$ cat src/rtl/hsel_wiper_ctrl.sv
module hsel_wiper_ctrl #(
  parameter int WIDTH       = 8,
  parameter int SYNC_STAGES = 2,
  parameter int RESET_CODE  = 1 << (WIDTH - 1)
) (
  input  logic                    clk,
  input  logic                    rst_n,
  input  logic                    ser_clk,
  input  logic                    ser_dat,
  input  logic                    ser_sel,
  output logic [WIDTH-1:0]        wiper_code,
  output logic [(1<<WIDTH)-1:0]   tap_sel,
  output logic                    wiper_update
);
  localparam int TAPS = 1 << WIDTH;
  localparam int CW   = $clog2(WIDTH + 1);

  logic [SYNC_STAGES-1:0] clk_pipe, dat_pipe, sel_pipe;
  logic                   clk_s, dat_s, sel_s;
  logic                   clk_q, sel_q;
  logic [WIDTH-1:0]       shreg, wiper_q;
  logic [CW-1:0]          bit_cnt;
  logic                   upd_q;
  logic                   shift_en, sel_fall, frame_full;

  always_ff @(posedge clk or negedge rst_n) begin
    if (!rst_n) begin
      clk_pipe <= '0;
      dat_pipe <= '0;
      sel_pipe <= '0;
    end else begin
      clk_pipe <= {clk_pipe[SYNC_STAGES-2:0], ser_clk};
      dat_pipe <= {dat_pipe[SYNC_STAGES-2:0], ser_dat};
      sel_pipe <= {sel_pipe[SYNC_STAGES-2:0], ser_sel};
    end
  end

  assign clk_s = clk_pipe[SYNC_STAGES-1];
  assign dat_s = dat_pipe[SYNC_STAGES-1];
  assign sel_s = sel_pipe[SYNC_STAGES-1];

  assign shift_en   = sel_s & clk_s & ~clk_q;
  assign sel_fall   = sel_q & ~sel_s;
  assign frame_full = (bit_cnt == CW'(WIDTH));

  always_ff @(posedge clk or negedge rst_n) begin
    if (!rst_n) begin
      clk_q   <= 1'b0;
      sel_q   <= 1'b0;
      shreg   <= '0;
      bit_cnt <= '0;
      wiper_q <= WIDTH'(RESET_CODE);
      upd_q   <= 1'b0;
    end else begin
      clk_q <= clk_s;
      sel_q <= sel_s;
      upd_q <= 1'b0;
      if (sel_fall) begin
        bit_cnt <= '0;
        if (frame_full) begin
          wiper_q <= shreg;
          upd_q   <= 1'b1;
        end
      end else if (shift_en) begin
        shreg <= {shreg[WIDTH-2:0], dat_s};
        if (!frame_full) bit_cnt <= bit_cnt + 1'b1;
      end
    end
  end

  assign wiper_code   = wiper_q;
  assign wiper_update = upd_q;

  for (genvar i = 0; i < TAPS; i++) begin : g_tap
    assign tap_sel[i] = (wiper_q == WIDTH'(i));
  end
endmodule

$ cat config.mk
export PLATFORM = sky130hd
export DESIGN_NAME = hsel_wiper_ctrl
export DESIGN_NICKNAME = d
export VERILOG_FILES = /design/src/rtl/hsel_wiper_ctrl.sv
export SDC_FILE = /design/constraint.sdc
export NUM_CORES = 1
export LEC_CHECK = 0
export BUFFER_PORTS_ARGS = -buffer_cell sky130_fd_sc_hd__buf_2
export CAP_MARGIN = 0
export CORE_AREA = 2 2 103 105
export DETAILED_ROUTE_END_ITERATION = 12
export DIE_AREA = 0 0 105 107
export SYNTH_ARGS = -nofsm -noshare
export SYNTH_HDL_FRONTEND = slang
export SYNTH_SLANG_ARGS = --single-unit
export TNS_END_PERCENT = 1
$ cat constraint.sdc
create_clock -name clk -period 1.8 [get_ports clk]
set_clock_uncertainty 0.15 [all_clocks]
set_input_delay 0 -clock clk [delete_from_list [all_inputs] [get_ports clk]]
set_output_delay 0 -clock clk [all_outputs]
set_load 0.005 [all_outputs]
Word level (Yosys, flattened, before mapping)
Index checks and enable logic that the tools add are counted.
{"block": "totals", "word_cells": 283, "regBits": 29, "output_inout_bits": 265, "in_bits": 5}
{"block": "op_classes", "eq_ne": 257, "mux": 5, "n_addsub": 1, "n_reduce_logical": 5, "bitwise_logic": 6}
{"op": "$eq 8x8->1 const B", "n": 128}
{"op": "$eq 8x7->1 const B", "n": 64}
{"op": "$eq 8x6->1 const B", "n": 32}
{"op": "$eq 8x5->1 const B", "n": 16}
{"op": "$eq 8x4->1 const B", "n": 8}
{"op": "$eq 8x3->1 const B", "n": 4}
{"op": "$eq 8x2->1 const B", "n": 2}
{"op": "$mux 4", "n": 3}
{"op": "$eq 8x1->1 const B", "n": 1}
{"op": "$logic_not 8->1", "n": 1}
{"op": "$reduce_and 2->1", "n": 3}
{"op": "$add 4x1->4 const B", "n": 1}
{"op": "$eq 4x4->1 const B", "n": 1}
{"op": "$and 1x1->1", "n": 3}
{"op": "$not 1->1", "n": 3}
{"op": "$mux 1", "n": 2}
{"op": "$ne 2x2->1 const B", "n": 1}
{"op": "$reduce_bool 2->1", "n": 1}

Logic depth before layout (Yosys ltp)
Gate-level depths: netlist (run 1).
{"block": "logic_depth", "depth_word": 4, "mapped_depth": 5, "depth_no_buf": 5}

Worst setup path after synthesis (run 1)
Ideal clock, no wire load.
{"block": "synth_timing", "path_kind": "register -> register", "startpoint": "register bit_cnt[0]", "endpoint": "register wiper_q[0] (netlist: wiper_code[0])", "arrival_time_ns": 1.276, "setup_ns": 0.125, "slack_ns": 0.250, "path_stages_with_launch": 6, "path_cell_list": "dfrtp_1 > inv_1 > ha_1 > nand3b_1 > nor2_4 > mux2_2"}
{"block": "synth_via", "elab_chain_cells": 2}
{"element": "start, declared", "line": "22", "source": "logic [CW-1:0] bit_cnt;"}
{"element": "start signal, assigned", "line": "66", "source": "if (!frame_full) bit_cnt <= bit_cnt + 1'b1;"}
{"element": "$eq 4x4->1", "line": "44", "source": "assign frame_full = (bit_cnt == CW'(WIDTH));"}
{"element": "$reduce_and 2->1 (no source line)"}
{"element": "end signal, assigned", "line": "52", "source": "wiper_q <= WIDTH'(RESET_CODE);"}
{"element": "end signal, assigned", "line": "61", "source": "wiper_q <= shreg;"}
{"element": "end, declared", "line": "21", "source": "logic [WIDTH-1:0] shreg, wiper_q;"}
No other way between the ends.
A chain may end at the register's enable or synchronous reset.

Worst setup path in the final report (run 1)
{"block": "layout_timing", "startpoint": "register wiper_q[7] (netlist: wiper_code[7])", "endpoint": "output tap_sel[146]"}
{"block": "layout_via", "elab_chain_cells": 1}
{"element": "$eq 8x8->1", "line": "75", "source": "assign tap_sel[i] = (wiper_q == WIDTH'(i));"}
{"element": "end, declared", "line": "12", "source": "output logic [(1<<WIDTH)-1:0] tap_sel,"}
No other way between the ends.

==> run_results.csv, run 1 <==
group,metric,value,unit
clocking,ctsLongestPathBuffers,2,
layout,final_cell_area,4320,um2
synthesis,synth_area,2450,um2
worst_setup_path,critical_path_class,"register to output port",
worst_setup_path,max_stage_delay,580,ps
floorplan,fp.dieW,105,um
floorplan,start_util,24.3,%
routing,ant_nets,0,
worst_setup_path,path_max_fanout,16,
layout,diodes,0,
global_route,grt_pass1_vias,3202,
sta,hold-worst-slack,124,ps
routing,drtPass1Iterations,5,
synthesis,ys_types,22,
power_and_ir_drop,power.density,319,nW/um2
floorplan,io_pins,270,
worst_setup_path,cp.arrival,1630,ps
place,post-place-ws,119,ps
sta,hold_viol,0,
worst_setup_path,path_delay_family,"simple AND/OR/NAND/NOR gates",
layout,final_cells,844,
routing,drc,0,
routing,routed_via_density,4.58,
layout,regArea,734,um2
synthesis,synthTopCellsByArea,"nor2_1 40%, dfrtp_1 29%, nand2_1 6.9%, buf_4 4.9%, mux2_2 3.7%",
sta,setup_viol,0,
clocking,cts_root_buffer,"clkbuf_8",
worst_setup_path,worst-path-buf-inv,1,
synthesis,ys_warn_count,0,
routing,detail_route.wl_per_cell,15.4,um
layout,area_growth,76.6,%
place,place_congestion,0.843,
floorplan,rows,37,
outcome,outcome,"finished clean",
synthesis,synth_top_area_cell,"nor2_1",
sta,setup_tns,0,ps
floorplan,fp.coreArea,10100,um2
synthesis,synth_top_area_share,40.0,%
layout,nets,714,
synthesis,syn_nets,424,
job,max_cap_violations,0,
sta,min_period,1780,ps
clocking,clk_latency,280,ps
power_and_ir_drop,total_power,1.38,mW
synthesis,synthCells,417,
sta,fmax,0.563,GHz
layout,final_util,42.8,%
global_route,grt.total_usage,20.8,%
global_route,grt_antenna_before_repair,0,
sta,slew_viol_final,0,
synthesis,yosys-top-cells-count,"261 x nor2_1, 45 x nand2_1, 28 x dfrtp_1, 16 x buf_4, 15 x buf_2",
routing,num_vias,3868,
sta,rsz0062_at_grt,"true",
layout,final.fill_count,1093,
sta,finalCritPeriodShare,98.7,%
worst_setup_path,worstSetupEndpointType,"output port",
global_route,grt_pass1_wl,18.4,mm
routing,drt_wl_total,13.0,mm
worst_setup_path,crit_chain,"and2b_2 > nand2_2 > nor2_1 > buf_2",
hold_path,hold_path_class,"input pin to asynchronous set/reset pin",
worst_setup_path,critPathRequiredTime,1650,ps
sta,worst_pin_slew,634,ps
synthesis,ys_async_sr_fraction,100,%
place,hpwl,10.1,mm
floorplan,die_area,11200,um2
synthesis,synthMostInstantiatedCell,"nor2_1",
place,dpl.cell_count,829,
synthesis,ys_ff_latch,29,
global_route,grt_max_degree,30,
clocking,cts_buffers,5,
power_and_ir_drop,leakage,2.57,nW
synthesis,postSynthAreaPerCell,5.87,um2
global_route,grt_overflow,0,
synthesis,ys_dominant_reg_cell,"dfrtp_1",
synthesis,ys_seq_area_share,29.7,%
sta,fin_ws,22.8,ps
floorplan,die_h,107,um
synthesis,synth_edf_count,0,
clocking,clkTransAtPathRegs,60,ps
clocking,cts_tree,"built",
sta,relSlewSlack,57.7,%
clocking,cts.sinks,29,
clocking,htreeDepth,2,
worst_setup_path,crit_slowest_cell,"dfstp_2",
worst_setup_path,start_kind,"register",
power_and_ir_drop,ir_worst_vdd,0.432,mV
routing,drtIter0Drc,389,
layout,drive_above_1_share,50.0,%
place,port_buffers,269,
layout,multi_input_area,1550,um2
place,place_area,4080,um2
## layout make-up
cell class,count,share of cell area (%)
well taps,136,3.94
repair buffers,317,40.9
clock buffers,8,2.08
flip-flops and latches,29,17.0
multi-input cells,351,35.9
inverters,3,0.260
## flip-flops by register name, indices dropped and copies added, names as in the netlist
register      count
dat_pipe          2
bit_cnt           4
clk_q             1
wiper_code        8
clk_pipe          2
sel_q             1
shreg             8
wiper_update      1
sel_pipe          2
## what timing repair did
item / 4_1_cts / 5_1_grt
cloned: 0 / 0
endpoints found under the hold margin: 32 / 0
hold buffers: 4 / 0
buffers inserted: 0 / 3
resized for setup: 6 / 29
setup endpoints to repair: 94 / 227
## worst register-to-register path, stage by stage (launching register included)
cell,delay (ps)
dfrtp_1,410
inv_1,70
ha_1,160
nand3b_1,150
nor2_4,250
mux2_2,370
## placed cells by master, fill, tap and decap left out, types with 6 or more instances in the layout
cell type,n
buf_6,9
and2b_2,7
buf_4,32
nand2_1,38
nor2_1,257
buf_2,269
clkbuf_8,6
nand2_2,6
dfrtp_2,6
mux2_2,8
nand3_1,12
dfrtp_1,22
## final timing paths
kind	startpoint	to	slack, ps	cells after the start
min in group clk	dat_pipe[0]	dat_pipe[1]	200	0
worst max-delay path	wiper_code[7]	tap_sel[146]	20	4
worst min-delay path	rst_n	clk_pipe[1]	120	2
max in group asynchronous	rst_n	wiper_code[2]	920	2
worst max register to register	bit_cnt[0]	wiper_code[0]	130	5
worst min register to register	dat_pipe[0]	dat_pipe[1]	200	0
## logic make-up after synthesis
family	Yosys count	share of synthesized area (%)
multiplexers	10	4.50
AO/OA/AOI/OAI	3	0.869
adder cells (fa/ha/maj)	2	1.02
flip-flops	29	29.7
AND/OR/NAND/NOR	336	55.0
buffers and inverters	37	8.89
## layer usage
| metal | vias up | GRT usage (%) | wire length [um] |
|---|---|---|---|
| met5 | - | 0 | 0 |
| met4 | 0 | 4.95 | 175 |
| met3 | 13 | 3.83 | 966 |
| met2 | 189 | 38.4 | 6870 |
| met1 | 1824 | 24.9 | 5020 |
| li1 | 1842 | - | - |
## where the power goes
part | switching, mW | total (mW) | internal [mW]
logic | 0.0531 | 0.0929 | 0.0397
registers | 0.0439 | 0.752 | 0.708
clock network | 0.225 | 0.535 | 0.311
Note: power is estimated with default switching activity, not from simulation.
==> run 2, diff against run 1 <==
Settings changed: CORE_AREA 2 2 103 105 to 2 2 105 107, DIE_AREA 0 0 105 107 to 0 0 107 109.
==> run_results.csv, run 2 (same netlist as run 1, synthesis figures left out) <==
group,metric,value,unit
outcome,outcome,"finished clean",
clocking,htreeDepth,2,
worst_setup_path,critPathLaunch,"wiper_code[0]",
global_route,grt_antenna_before_repair,0,
job,max_cap_violations,0,
power_and_ir_drop,p_comb_share,7.0,%
global_route,grt_overflow,0,
floorplan,io_pins,270,
power_and_ir_drop,pwr-share-clk,37.7,%
routing,drc,0,
routing,detail_route.wl_per_cell,15.3,um
sta,fmax,0.570,GHz
routing,routed_via_density,4.45,
power_and_ir_drop,switching_share,25.0,%
sta,fin_ws,47.0,ps
clocking,cts_tree,"built",
power_and_ir_drop,p_switching,338,uW
layout,nets,722,
worst_setup_path,r2r-end,"wiper_code[6]",
worst_setup_path,crit_chain,"and2b_2 > nand2_1 > buf_4 > nor2_1 > buf_2",
worst_setup_path,crit_slowest_cell,"dfrtp_2",
floorplan,rows,38,
routing,ant_nets,0,
routing,drtIter0Drc,423,
place,place_area,4130,um2
global_route,grt_max_degree,30,
sta,relSlewSlack,57.8,%
worst_setup_path,r2r_slack,90,ps
clocking,cts_buffers,5,
clocking,clkTransAtPathRegs,60,ps
sta,setup_viol,0,
layout,most-common-layout-cells,"270 x buf_2, 255 x nor2_1, 40 x nand2_1, 38 x buf_4, 23 x dfrtp_1",
place,place_congestion,0.839,
global_route,grt_pass1_vias,2959,
clocking,clk_latency,280,ps
worst_setup_path,cp.arrival,1600,ps
layout,layout_commonest_cell,"buf_2",
power_and_ir_drop,seqPwrFrac,55.4,%
floorplan,die_h,109,um
power_and_ir_drop,internal_power,1.02,mW
worst_setup_path,worst-path-buf-inv,2,
layout,drive_above_1_share,51.0,%
routing,num_vias,3807,
worst_setup_path,critical_path_class,"register to output port",
clocking,cts_root_buffer,"clkbuf_8",
power_and_ir_drop,power.density,307,nW/um2
place,hpwl,9.91,mm
layout,diodes,0,
sta,slew_viol_final,0,
global_route,grt.total_usage,20.0,%
worst_setup_path,path_max_fanout,9,
sta,rsz0062_at_grt,"true",
place,port_buffers,269,
worst_setup_path,start_kind,"register",
floorplan,fp.coreArea,10600,um2
place,post-place-ws,116,ps
worst_setup_path,r2r_cells,5,
clocking,cts.sinks,29,
floorplan,fp.dieW,107,um
worst_setup_path,max_stage_delay,470,ps
power_and_ir_drop,ir_worst_vdd,0.520,mV
layout,final_util,41.5,%
worst_setup_path,r2r_start,"bit_cnt[0]",
layout,area_growth,79.8,%
global_route,grt_pass1_wl,18.0,mm
sta,worst_pin_slew,633,ps
routing,drt_wl_total,13.1,mm
worst_setup_path,worstSetupEndpointType,"output port",
worst_setup_path,critPathRequiredTime,1650,ps
floorplan,start_util,23.1,%
layout,final_cell_area,4400,um2
routing,drtPass1Iterations,4,
sta,min_period,1750,ps
clocking,ctsLongestPathBuffers,2,
sta,hold-worst-slack,119,ps
sta,setup_tns,0,ps
worst_setup_path,path_delay_family,"simple AND/OR/NAND/NOR gates",
power_and_ir_drop,leakage,2.61,nW
floorplan,die_area,11700,um2
sta,finalCritPeriodShare,97.4,%
sta,hold_viol,0,
hold_path,hold_path_class,"input pin to asynchronous set/reset pin",
## run 2: cell count changes in the layout (fill, tap and decap cells not counted), moves of 2 or more
cell      delta
nor2_2       +2
clkinv_2     +2
nor2_1       -2
buf_4        +6
nand2_1      +2
## run 2: worst max path at each step
stage	end	cells past startpoint
6_report	tap_sel[74]	5
5_1_grt	tap_sel[205]	5
4_1_cts	tap_sel[142]	5
3_5_place_dp	wiper_code[2]	5
3_3_place_gp	wiper_code[2]	5
2_1_floorplan	wiper_code[0]	5
## run 2: area by class of cell
class	count	area, um2
fillers	1212	6200
repair buffers	325	1840
multi-input cells	351	1560
flip-flops and latches	29	733
well taps	140	175
clock buffers	6	72.6
inverters	3	11.3
clock inverters	2	10.0
## run 2: per-stage QoR
stage | power (mW) | instances
global route | 1.43 | 856
finish | 1.35 | 856
CTS | 1.36 | 850
detailed placement | 0.848 | 838
global placement | 0.843 | 838
floorplan | 0.804 | 417
## run 2: power groups by stage
| stage | logic, mW | clock network, mW | registers, mW |
|---|---|---|---|
| finish | 0.0945 | 0.510 | 0.749 |
| CTS | 0.0951 | 0.520 | 0.749 |
| floorplan | 0.0568 | 0 | 0.747 |
| global placement | 0.0856 | 0 | 0.757 |
| global route | 0.115 | 0.560 | 0.757 |
| detailed placement | 0.0887 | 0 | 0.760 |
## run 2: what timing repair did
action	CTS	global route
gates resized for setup	4	34
hold buffers	4	0
cloned	0	2
setup buffers	0	4
endpoints found under the hold margin	32	0
endpoints found under the setup margin	16	194
## run 2: layer usage
layer  wire [um]  vias up  share of wire, %  track usage, %
met5           0        -                 0               0
met4         137        0               1.0            2.97
met3         963       12               7.3            3.77
met2        6760      159                52            36.1
met1        5250     1777                40            25.3
li1            -     1859                 -               -
